==> src/rtl/uart_rxto_pkg.sv <==
package uart_rxto_pkg;

  // Strobes from the control to the counter datapath.
  typedef struct packed {
    logic load;   // restart at full length
    logic dec;    // take one bit-time off the count
  } cntCmd_t;

endpackage

==> src/rtl/rxto_counter.sv <==
module rxto_counter
  import uart_rxto_pkg::*;
#(
  parameter int VAL_W       = 8,
  parameter int EXT_W       = 3,
  parameter int DEFAULT_VAL = 3
) (
  input  logic             clk,
  input  logic             rst_n,
  input  cntCmd_t          cmd,
  input  logic [VAL_W-1:0] toValue,
  output logic             atOne,
  output logic             atZero
);

  localparam int CNT_W = VAL_W + EXT_W;
  localparam logic [VAL_W-1:0] DEF_V = VAL_W'(DEFAULT_VAL);
  localparam logic [CNT_W-1:0] RESET_LEN = {DEF_V, {EXT_W{1'b1}}};

  logic [CNT_W-1:0] count;
  logic [CNT_W-1:0] reloadLen;

  // value * 2^EXT_W + (2^EXT_W - 1)
  generate
    if (EXT_W > 0) begin : g_ext
      assign reloadLen = {toValue, {EXT_W{1'b1}}};
    end else begin : g_noext
      assign reloadLen = toValue;
    end
  endgenerate

  always_ff @(posedge clk or negedge rst_n) begin
    if (!rst_n) begin
      count <= RESET_LEN;
    end else if (cmd.load) begin
      count <= reloadLen;
    end else if (cmd.dec && (count != '0)) begin
      count <= count - CNT_W'(1);
    end
  end

  assign atOne  = (count == CNT_W'(1));
  assign atZero = (count == '0);

endmodule

==> src/rtl/rxto_ctrl.sv <==
module rxto_ctrl
  import uart_rxto_pkg::*;
(
  input  logic    clk,
  input  logic    rst_n,
  input  logic    bitTick,
  input  logic    lineIdle,
  input  logic    fifoEmpty,
  input  logic    frameEnd,
  input  logic    toEnable,
  input  logic    toClear,
  input  logic    atOne,
  input  logic    atZero,
  output cntCmd_t cmd,
  output logic    toFlag
);

  logic expire;

  always_comb begin
    cmd.load = frameEnd | fifoEmpty | ~toEnable;
    cmd.dec  = ~cmd.load & bitTick & lineIdle & ~atZero;
    expire   = cmd.dec & atOne;
  end

  always_ff @(posedge clk or negedge rst_n) begin
    if (!rst_n) begin
      toFlag <= 1'b0;
    end else if (!toEnable) begin
      toFlag <= 1'b0;
    end else if (expire) begin
      toFlag <= 1'b1;
    end else if (toClear || frameEnd) begin
      toFlag <= 1'b0;
    end
  end

endmodule

==> src/rtl/uart_rx_idle_watchdog.sv <==
module uart_rx_idle_watchdog
  import uart_rxto_pkg::*;
#(
  parameter int VAL_W       = 8,
  parameter int EXT_W       = 3,
  parameter int DEFAULT_VAL = 3
) (
  input  logic             clk,
  input  logic             rst_n,
  input  logic             bitTick,
  input  logic             lineIdle,
  input  logic             fifoEmpty,
  input  logic             frameEnd,
  input  logic             toEnable,
  input  logic [VAL_W-1:0] toValue,
  input  logic             toClear,
  output logic             toFlag
);

  cntCmd_t cmd;
  logic    atOne;
  logic    atZero;

  rxto_ctrl u_ctrl (
    .clk       (clk),
    .rst_n     (rst_n),
    .bitTick   (bitTick),
    .lineIdle  (lineIdle),
    .fifoEmpty (fifoEmpty),
    .frameEnd  (frameEnd),
    .toEnable  (toEnable),
    .toClear   (toClear),
    .atOne     (atOne),
    .atZero    (atZero),
    .cmd       (cmd),
    .toFlag    (toFlag)
  );

  rxto_counter #(
    .VAL_W       (VAL_W),
    .EXT_W       (EXT_W),
    .DEFAULT_VAL (DEFAULT_VAL)
  ) u_cnt (
    .clk     (clk),
    .rst_n   (rst_n),
    .cmd     (cmd),
    .toValue (toValue),
    .atOne   (atOne),
    .atZero  (atZero)
  );

endmodule

==> config.mk <==
export PLATFORM = sky130hd
export DESIGN_NAME = uart_rx_idle_watchdog
export DESIGN_NICKNAME = d
export VERILOG_FILES = /design/src/rtl/uart_rxto_pkg.sv /design/src/rtl/rxto_counter.sv /design/src/rtl/rxto_ctrl.sv /design/src/rtl/uart_rx_idle_watchdog.sv
export SDC_FILE = /design/constraint.sdc
export NUM_CORES = 1
export LEC_CHECK = 0
export ABC_CLOCK_PERIOD_IN_PS = 2000
export BUFFER_PORTS_ARGS = -buffer_cell sky130_fd_sc_hd__buf_2
export CAP_MARGIN = 5
export CORE_UTILIZATION = 40
export DETAILED_ROUTE_END_ITERATION = 16
export PLACE_DENSITY = 0.7
export SLEW_MARGIN = 10
export SYNTH_ARGS = -nofsm -noshare
export SYNTH_HDL_FRONTEND = slang
export SYNTH_SLANG_ARGS = --single-unit
==> constraint.sdc <==
create_clock -name clk -period 2 [get_ports clk]
set_clock_uncertainty 0.2 [all_clocks]
set_input_delay 0.4 -clock clk [delete_from_list [all_inputs] [get_ports clk]]
set_output_delay 0.4 -clock clk [all_outputs]
set_load 0.01 [all_outputs]
==> flow_summary.yaml <==
global_route:
  grt_pass1_wl_mm: 2.394
  grt.overflow.total: 0
  antenna_found_initial: 0
  grt_max_degree: 17
  track_usage: 0.1733
  grt_pass1_vias: 584
clocking:
  clock-sinks: 12
  h-tree-depth: 1
  cts_made_buffers: 3
  clk_latency_ns: 0.28
  cts_root_buf: "clkbuf_4"
  cts_buffer_depth: 2
  cts_tree: "yes"
  cts.clk_slew.worst_paths_ns: 0.08
route:
  first_pass_iters: 5
  antenna_left: 0
  drc: 0
  first_iter_violations: 7
  viasPerCell: 5.536
  wl_per_cell_um: 13.18
  drt-total-wl_mm: 1.450
  vias: 609
yosys:
  netlist_area_sq_um: 701.9
  netlist_instances: 73
  synth-edff-count: 0
  seq_area_frac_synth: 0.4367
  ys_ff_latch: 12
  yosysWarningCount: 0
  syn_avg_cell_area_sq_um: 9.615
  synthArstFlopShare: 1.000
  synth_cell_types: 30
  synth_top_flop_cell: "dfrtp_1"
  synth_nets: 91
layout:
  fill_cells: 156
  antenna_cells: 0
  drive_gt1_frac: 0.3830
  syn2layout_area_growth_pct: 24.24
  nets: 113
  stdcell_area_sq_um: 872.1
  final_cell_count_no_fill: 110
setup_path:
  crit_chain: "or4_4 -> nor2b_4 -> a31oi_2 -> a41o_1"
  crit_arrival_ns: 1.87
  rrSetupSlack_ns: 0.10
  critPathLaunch: "u_cnt.count[7]"
  worstSetupPathType: "flop to flop"
  reg2reg_from: "u_cnt.count[7]"
  max_stage_delay_ns: 0.58
  cp.required_ns: 1.97
  crit_path_max_fanout: 5
  cp_slowest_cell: "or4_4"
  startpoint_type: "flop"
  timing.rr.end: "u_ctrl.toFlag"
  worst-path-buf-inv: 0
  crit_family: "simple AND/OR/NAND/NOR gates"
  crit_path_end: "u_ctrl.toFlag"
  cp.depth: 4
  ff2ff_path_depth: 4
  cp-end-kind: "flop"
power:
  p_total_w: 0.0005324
  peakVddDrop_mv: 0.2873
  cellLeakagePower_nw: 0.3818
  p_per_area_nw_per_um2: 610.5
floorplanning:
  start_util: 0.4452
  ioPinCount: 17
  die_x_um: 43.89
  die_y_um: 43.89
  rows: 14
  die_area_sq_um: 1926
  fp.coreArea_sq_um: 1577
timing:
  slew_headroom: 0.6197
  grt_setup_unrepaired: "no"
  min_period_ns: 1.896
  fmax_ghz: 0.5274
  hold_violations: 0
  worst_hold_slack_ns: 0.1183
  final_max_slew_viol_count: 0
  tns_ns: 0
  finalSetupViolCount: 0
  finalCritPeriodShare: 0.9481
  tightest_slew_ns: 0.5692
place:
  placed_cell_area_sq_um: 802.0
  place_congestion: 0.8055
  dp_hpwl_mm: 1.076
  place_inst: 104
  io_buffers: 16
hold_path:
  min_path_type: "input port to flop"
status:
  outcome: "complete, no violations"
job:
  drv_cap: 0
[registers in the layout (all words and copies together) (netlist names)]
| name | flops |
|---|---|
| u_cnt.count | 11 |
| u_ctrl.toFlag | 1 |
[where the power goes]
part	switching, W	total (W)	internal (W)
logic	0.0000307	0.0000619	0.0000312
registers	0.0000132	0.000272	0.000258
clock network	0.0000882	0.000199	0.000111
total	0.000132	0.000532	0.000400
[synthesized netlist by cell type (2+ instances only)]
| cell type | instances | area (sq um) |
|---|---|---|
| nor3_1 | 4 | 20.02 |
| a31oi_1 | 2 | 12.51 |
| clkbuf_1 | 2 | 7.510 |
| xor2_1 | 3 | 26.28 |
| ha_1 | 2 | 25.02 |
| o21ai_0 | 6 | 30.03 |
| nand3_1 | 3 | 15.01 |
| xnor2_1 | 4 | 35.03 |
| o41ai_1 | 2 | 17.52 |
| inv_1 | 2 | 7.510 |
| dfstp_2 | 5 | 131.4 |
| dfrtp_1 | 7 | 175.2 |
| nand2_1 | 11 | 41.29 |
| nor2_1 | 4 | 15.01 |
[logic make-up (layout without fill, tap and decap cells)]
group	count (synthesis)	after routing	share of synthesized area
AND/OR/NAND/NOR	33	33	0.2745
XOR/XNOR	7	7	0.08735
buffers and inverters	4	25	0.02140
AO/OA/AOI/OAI	15	15	0.1444
adder cells (fa/ha/maj)	2	2	0.03564
flip-flops	12	12	0.4367
[how the worst min path moves through the flow]
stage	from	to	slack, ns	depth (start not counted)
floorplan	rst_n	u_cnt.count[10]	-0.1	0
CTS	toValue[5]	u_cnt.count[8]	0.12	3
finish	toValue[5]	u_cnt.count[8]	0.12	3
global placement	rst_n	u_cnt.count[8]	0.09	1
detailed placement	rst_n	u_cnt.count[8]	0.09	1
global route	toValue[5]	u_cnt.count[8]	0.14	3
[cell type report]
| class | count | area [sq um] | area share |
|---|---|---|---|
| well taps | 16 | 20.02 | 0.02296 |
| flip-flops and latches | 12 | 306.5 | 0.3515 |
| multi-input cells | 57 | 396.6 | 0.4548 |
| repair buffers | 19 | 105.1 | 0.1205 |
| inverters | 2 | 7.507 | 0.008608 |
| clock buffers | 4 | 36.28 | 0.04161 |
[metrics by stage]
step,setup slack [ns],utilization
global placement,0.07682,0.5087
floorplan,0.1597,-
global route,0.006522,0.5532
finish,0.1039,0.5532
CTS,0.04989,0.5381
detailed placement,0.06547,0.5087
[metal layers]
metal / share of wire / track usage / vias to the layer above
met2: 0.45 / 0.2806 / 14
met3: 0.039 / 0.02917 / 4
met4: 0.020 / 0.09091 / 0
li1: - / - / 308
met1: 0.49 / 0.2216 / 283
met5: 0 / 0 / -
[cell usage in the layout, fill, tap and decap left out, types with 2 or more instances in the layout]
cell type / netlist / layout
dfstp_2: 5 / 5
o41ai_1: 2 / 2
o21ai_0: 6 / 5
nor3_1: 4 / 3
dfrtp_1: 7 / 7
buf_4: 0 / 2
inv_1: 2 / 2
xor2_1: 3 / 3
xnor2_1: 4 / 4
o21ai_1: 1 / 2
nand2_1: 11 / 11
clkbuf_4: 0 / 3
buf_2: 0 / 16
nor2_1: 4 / 4
nand3_1: 3 / 3
ha_1: 2 / 2
a31oi_1: 2 / 2
[worst min-delay path, delay by kind of cell]
family	cells	cell delay, ns
simple gates	1	0.05
compound gates	1	0.04
buf+inv	1	0.07
[what timing repair did]
item	in CTS	in global routing
setup buffers	0	1
gates resized for setup	0	4
endpoints found under the setup margin	0	4
hold buffers	1	0
endpoints found under the hold margin	7	0
(Power assumes the default switching activity.)
